### config.mk
export PLATFORM = sky130hd
export DESIGN_NAME = branch_ckpt_unit
export DESIGN_NICKNAME = d
export VERILOG_FILES = /design/src/rtl/bcu_pkg.sv /design/src/rtl/bcu_slot_pick.sv /design/src/rtl/bcu_age_track.sv /design/src/rtl/bcu_ckpt_store.sv /design/src/rtl/branch_ckpt_unit.sv
export SDC_FILE = /design/constraint.sdc
export NUM_CORES = 1
export LEC_CHECK = 0
export BUFFER_PORTS_ARGS = -buffer_cell sky130_fd_sc_hd__buf_2
export CORE_MARGIN = 1
export CORE_UTILIZATION = 58
export DETAILED_ROUTE_END_ITERATION = 8
export PLACE_DENSITY_LB_ADDON = 0.25
export SLEW_MARGIN = 20
export SYNTH_ARGS = -nofsm -noshare
export SYNTH_HDL_FRONTEND = slang
export SYNTH_SLANG_ARGS = --single-unit
### constraint.sdc
create_clock -name clk -period 5.08 [get_ports clk]
set_clock_uncertainty 0.2 [all_clocks]
set_input_delay 1.524 -clock clk [delete_from_list [all_inputs] [get_ports clk]]
set_output_delay 1.524 -clock clk [all_outputs]
set_load 0.05 [all_outputs]
### src/rtl/bcu_pkg.sv
package bcu_pkg;
  localparam int BCU_CKPT_N = 4;
  localparam int BCU_ARCH_N = 8;
  localparam int BCU_PHYS_N = 16;
  localparam int BCU_ROB_W  = 5;

  typedef enum logic [1:0] {
    RES_IDLE,
    RES_KEEP,
    RES_SQUASH
  } res_kind_e;
endpackage

### src/rtl/bcu_slot_pick.sv
module bcu_slot_pick #(
  parameter int N = 4,
  localparam int W = $clog2(N)
) (
  input  logic [N-1:0] free_vec,
  output logic         found,
  output logic [W-1:0] pick
);
  // lowest-numbered free slot wins
  always_comb begin
    found = 1'b0;
    pick  = '0;
    for (int i = N - 1; i >= 0; i--) begin
      if (free_vec[i]) begin
        found = 1'b1;
        pick  = W'(i);
      end
    end
  end
endmodule

### src/rtl/bcu_age_track.sv
module bcu_age_track #(
  parameter int N = 4,
  localparam int W = $clog2(N)
) (
  input  logic         clk,
  input  logic         rst_n,
  input  logic         alloc_en,
  input  logic [W-1:0] alloc_id,
  input  logic [N-1:0] live,
  input  logic [W-1:0] query_id,
  output logic [N-1:0] younger
);
  // older_q[i][j] set: slot i was allocated before slot j
  logic [N-1:0][N-1:0] older_q, older_d;

  always_comb begin
    older_d = older_q;
    if (alloc_en) begin
      older_d[alloc_id] = '0;
      for (int i = 0; i < N; i++) begin
        older_d[i][alloc_id] = live[i];
      end
    end
  end

  always_ff @(posedge clk or negedge rst_n) begin
    if (!rst_n) begin
      older_q <= '0;
    end else if (alloc_en) begin
      older_q <= older_d;
    end
  end

  assign younger = older_q[query_id] & live;
endmodule

### src/rtl/bcu_ckpt_store.sv
module bcu_ckpt_store #(
  parameter int N      = 4,
  parameter int MAP_W  = 32,
  parameter int PHYS_N = 16,
  parameter int ROB_W  = 5,
  localparam int W = $clog2(N)
) (
  input  logic              clk,
  input  logic              wr_en,
  input  logic [W-1:0]      wr_id,
  input  logic [MAP_W-1:0]  wr_map,
  input  logic [PHYS_N-1:0] wr_free,
  input  logic [ROB_W-1:0]  wr_rob,
  input  logic [PHYS_N-1:0] cm_free,
  input  logic [N-1:0]      live,
  input  logic [W-1:0]      rd_id,
  output logic [MAP_W-1:0]  rd_map,
  output logic [PHYS_N-1:0] rd_free,
  output logic [ROB_W-1:0]  rd_rob
);
  logic [N-1:0][MAP_W-1:0]  map_all;
  logic [N-1:0][PHYS_N-1:0] free_all;
  logic [N-1:0][ROB_W-1:0]  rob_all;

  for (genvar g = 0; g < N; g++) begin : g_slot
    logic              cap_ce;
    logic              acc_ce;
    logic [MAP_W-1:0]  map_q;
    logic [PHYS_N-1:0] free_q, free_d;
    logic [ROB_W-1:0]  rob_q;

    assign cap_ce = wr_en && (wr_id == W'(g));
    assign acc_ce = live[g] || cap_ce;

    always_comb begin
      if (cap_ce) free_d = wr_free | cm_free;
      else        free_d = free_q  | cm_free;
    end

    always_ff @(posedge clk) begin
      if (cap_ce) begin
        map_q <= wr_map;
        rob_q <= wr_rob;
      end
      if (acc_ce) begin
        free_q <= free_d;
      end
    end

    assign map_all[g]  = map_q;
    assign free_all[g] = free_q;
    assign rob_all[g]  = rob_q;
  end

  assign rd_map  = map_all[rd_id];
  assign rd_free = free_all[rd_id];
  assign rd_rob  = rob_all[rd_id];
endmodule

### src/rtl/branch_ckpt_unit.sv
module branch_ckpt_unit
  import bcu_pkg::*;
#(
  parameter int CKPT_N = BCU_CKPT_N,
  parameter int ARCH_N = BCU_ARCH_N,
  parameter int PHYS_N = BCU_PHYS_N,
  parameter int ROB_W  = BCU_ROB_W,
  localparam int CKPT_W = $clog2(CKPT_N),
  localparam int PHYS_W = $clog2(PHYS_N),
  localparam int MAP_W  = ARCH_N * PHYS_W
) (
  input  logic              clk,
  input  logic              rst_n,
  input  logic              br_valid,
  input  logic [MAP_W-1:0]  br_map,
  input  logic [PHYS_N-1:0] br_free,
  input  logic [ROB_W-1:0]  br_rob,
  output logic              br_ready,
  output logic [CKPT_W-1:0] br_id,
  input  logic              res_valid,
  input  logic [CKPT_W-1:0] res_id,
  input  logic              res_miss,
  input  logic [PHYS_N-1:0] cm_free,
  output logic              rs_valid,
  output logic [CKPT_W-1:0] rs_id,
  output logic [MAP_W-1:0]  rs_map,
  output logic [PHYS_N-1:0] rs_free,
  output logic [ROB_W-1:0]  rs_rob,
  output logic [CKPT_N-1:0] rs_kill
);
  logic [CKPT_N-1:0] live_q, live_d;
  logic [CKPT_N-1:0] younger, kill_vec;
  logic              slot_found;
  logic [CKPT_W-1:0] slot_pick;
  logic              alloc_go;
  res_kind_e         kind;
  logic [MAP_W-1:0]  st_map;
  logic [PHYS_N-1:0] st_free;
  logic [ROB_W-1:0]  st_rob;

  // resolution decode: only a live slot is acted on
  always_comb begin
    kind = RES_IDLE;
    if (res_valid && live_q[res_id]) begin
      kind = res_miss ? RES_SQUASH : RES_KEEP;
    end
  end

  bcu_slot_pick #(.N(CKPT_N)) pick_i (
    .free_vec (~live_q),
    .found    (slot_found),
    .pick     (slot_pick)
  );

  assign br_ready = slot_found;
  assign br_id    = slot_pick;
  assign alloc_go = br_valid && slot_found && (kind != RES_SQUASH);

  bcu_age_track #(.N(CKPT_N)) age_i (
    .clk      (clk),
    .rst_n    (rst_n),
    .alloc_en (alloc_go),
    .alloc_id (slot_pick),
    .live     (live_q),
    .query_id (res_id),
    .younger  (younger)
  );

  bcu_ckpt_store #(
    .N      (CKPT_N),
    .MAP_W  (MAP_W),
    .PHYS_N (PHYS_N),
    .ROB_W  (ROB_W)
  ) store_i (
    .clk     (clk),
    .wr_en   (alloc_go),
    .wr_id   (slot_pick),
    .wr_map  (br_map),
    .wr_free (br_free),
    .wr_rob  (br_rob),
    .cm_free (cm_free),
    .live    (live_q),
    .rd_id   (res_id),
    .rd_map  (st_map),
    .rd_free (st_free),
    .rd_rob  (st_rob)
  );

  always_comb begin
    kill_vec = '0;
    if (kind == RES_SQUASH) begin
      kill_vec = younger | (CKPT_N'(1) << res_id);
    end
  end

  always_comb begin
    live_d = live_q & ~kill_vec;
    if (kind == RES_KEEP) live_d[res_id] = 1'b0;
    if (alloc_go)         live_d[slot_pick] = 1'b1;
  end

  always_ff @(posedge clk or negedge rst_n) begin
    if (!rst_n) begin
      live_q   <= '0;
      rs_valid <= 1'b0;
      rs_kill  <= '0;
    end else begin
      live_q   <= live_d;
      rs_valid <= (kind == RES_SQUASH);
      rs_kill  <= kill_vec;
    end
  end

  // restore payload: captured only on an accepted mispredict
  always_ff @(posedge clk) begin
    if (kind == RES_SQUASH) begin
      rs_id   <= res_id;
      rs_map  <= st_map;
      rs_free <= st_free | cm_free;
      rs_rob  <= st_rob;
    end
  end
endmodule

==> results.py <==
metrics = {
    "run_status": {
        "outcome": "finished, final reports clean",
    },
    "floorplan": {
        "dieArea_sq_mm": 0.0201,
        "ioPinCount": 139,
        "core_area_sq_mm": 0.0190,
        "start_util_pct": 59.9,
        "rows": 50,
        "die_h_microns": 142,
        "die_x_microns": 142,
    },
    "synth": {
        "async_reset_ff_share_pct": 7.29,
        "synth.ff_latch_count": 288,
        "syn_area_sq_mm": 0.0114,
        "synth_top_cell_by_area": "edfxtp_1",
        "yosys-top-cells-count": "edfxtp_1 (267), nor2_1 (57), mux4_2 (53)",
        "synth_cell_type_count": 44,
        "synth_edf_count": 267,
        "syn_inst": 611,
        "synth_fp_nets": 687,
        "synth_top_area_share_pct": 70.6,
        "synth.area.top_cells": "edfxtp_1 (71%), mux4_2 (11%), dfrtp_1 (4.6%)",
        "yosysMostFrequentCell": "edfxtp_1",
        "yosys_most_used_dff": "edfxtp_1",
        "yosys_warnings": 0,
        "avgSynthCellArea_sq_um": 18.6,
        "ys_seq_area_share_pct": 75.2,
    },
    "pwr": {
        "p_leak_nw": 4.42,
        "power_density_mw_per_mm2": 500,
        "total_power_mw": 6.65,
        "ir_worst_vdd_mv": 0.329,
    },
    "worst_setup_path": {
        "cp.arrival_ns": 1.99,
        "crit_start": "live_q[2]",
        "setup.worst_path.end": "br_id[0]",
        "rrSetupSlack_ns": 2.25,
        "worstSetupPathType": "reg -> out",
        "end_kind": "primary output",
        "r2r_cells": 6,
        "crit_required_ns": 3.36,
        "worstPathMaxFanout": 13,
        "worstSetupStartpointType": "register",
        "r2r_end": "store_i.g_slot[0].free_q[8]",
        "regToRegStartpoint": "live_q[2]",
    },
    "cts": {
        "cts.clk_slew.worst_paths_ns": 0.06,
        "numCtsBuffers": 30,
        "clock_latency_ns": 0.53,
        "cts.sinks": 288,
        "cts_resized": 0,
        "clockBufferDepth": 3,
        "cts_tree": "built",
        "hold_buffers": 0,
        "cts-htree-levels": 1,
        "postCtsSetupRepairBufs": 0,
        "cts_root_buf": "clkbuf_16",
    },
    "timing": {
        "final-setup-viol-count": 0,
        "drv_slew": 0,
        "relSlewSlack_pct": 42.4,
        "rsz0062_at_grt": "no",
        "fin_hold_ws_ns": 0.288,
        "fin_tns_setup_ns": 0,
        "fmax_mhz": 269,
        "tightest_slew_ns": 0.864,
        "hold_viol": 0,
        "period_minus_slack_ns": 3.72,
        "period_share_pct": 73.1,
    },
    "hold_path": {
        "min-delay-path-class": "reg -> reg",
    },
    "route": {
        "wirelength_mm": 22.6,
        "drc": 0,
        "drt-wirelength-per-cell_microns": 21.6,
        "drt_iter0_markers": 434,
        "firstDrtPassIters": 5,
        "vias": 6096,
        "viasPerCell": 5.83,
        "antenna_left": 0,
    },
    "global_route": {
        "grt_max_degree": 58,
        "grtUsageTotal_pct": 23.2,
        "antenna_found_initial": 2,
        "grt_pass1_vias": 6384,
        "grt_overflow": 0,
        "grt_pass1_wl_mm": 35.0,
    },
    "job": {
        "drv_cap": 0,
    },
    "place": {
        "placed_cell_area_sq_mm": 0.0123,
        "io_buffers": 138,
        "place_hpwl_mm": 13.8,
        "globalplace.congestion": 0.831,
        "dp_cells": 991,
    },
    "layout": {
        "nets": 839,
        "area_growth_pct": 17.1,
        "stdcell_area_sq_mm": 0.0133,
        "layoutNonFillerInstCount": 1045,
        "layout-drive-gt1-share_pct": 34.9,
    },
}
[critical path, cell delays in order, from the launching register on]
cell      delay (ns)
dfrtp_1         0.65
nand2b_1        0.09
a21boi_0        0.38
buf_2           0.34
[cells by family (layout without fill, tap and decap cells)]
logic type / after synthesis / count (layout) / share of synthesized area [%]
DFF: 288 / 288 / 75.2
buffers and inverters: 35 / 207 / 1.77
and+or+nand+nor: 135 / 135 / 5.81
other: 0 / 2 / 0
AOI/OAI and AO/OA: 66 / 66 / 3.62
muxes: 87 / 87 / 13.6
[registers in the layout, indices dropped and copies added, names as in the netlist]
| signal | flops |
|---|---|
| store_i.g_slot.map_q | 128 |
| rs_free | 16 |
| rs_rob | 5 |
| rs_map | 32 |
| rs_kill | 4 |
| rs_valid | 1 |
| age_i.older_q | 12 |
| rs_id | 2 |
| live_q | 4 |
| store_i.g_slot.rob_q | 20 |
| store_i.g_slot.free_q | 64 |
[where the power goes]
| group | internal (mW) | switching (mW) | total (mW) |
|---|---|---|---|
| logic | 0.388 | 0.830 | 1.22 |
| clock network | 1.25 | 0.843 | 2.10 |
| registers | 3.14 | 0.195 | 3.33 |
| total | 4.78 | 1.87 | 6.65 |
[worst min path at each step]
stage / endpoint / cells past startpoint / start
finish: age_i.older_q[7] / 1 / age_i.older_q[7]
CTS: age_i.older_q[6] / 1 / age_i.older_q[6]
detailed placement: age_i.older_q[6] / 1 / age_i.older_q[6]
global placement: age_i.older_q[7] / 1 / age_i.older_q[7]
floorplan: age_i.older_q[6] / 1 / age_i.older_q[6]
global route: age_i.older_q[7] / 1 / age_i.older_q[7]
[cell usage in the layout (no fill, tap or decap), types with 13 or more instances in the layout]
cell type  synthesis  routed
dfrtp_1           21      21
edfxtp_1         267     267
or2_2             17      17
nor3_1            33      33
clkbuf_16          0      31
buf_2              8     136
mux2i_1           32      32
buf_4              8      13
a21oi_1           38      38
nor2_1            57      57
mux4_2            53      53
[through the flow]
stage	setup WS [ns]	utilization [%]
after floorplan	0.901	-
after global placement	1.10	65.1
after detailed placement	1.01	65.1
after CTS	1.38	70.1
after global routing	1.25	70.2
final	1.36	70.2
[per-layer routing]
metal	routed length (microns)	vias to the layer above	GRT usage, %
met2	11300	242	37.8
li1	-	2742	-
met1	9490	3065	32.4
met4	546	0	9.39
met5	0	-	0
met3	1280	47	2.76
[final cells by class]
cell class	count	area, sq um
Clock buffer	42	847
Antenna cell	2	5.00
Fill cell	1226	5660
Tap cell	260	325
Timing Repair Buffer	151	818
Inverter	4	15.0
Sequential cell	288	8540
Clock inverter	10	103
Multi-Input combinational cell	288	2640
(Power assumes the default switching activity.)
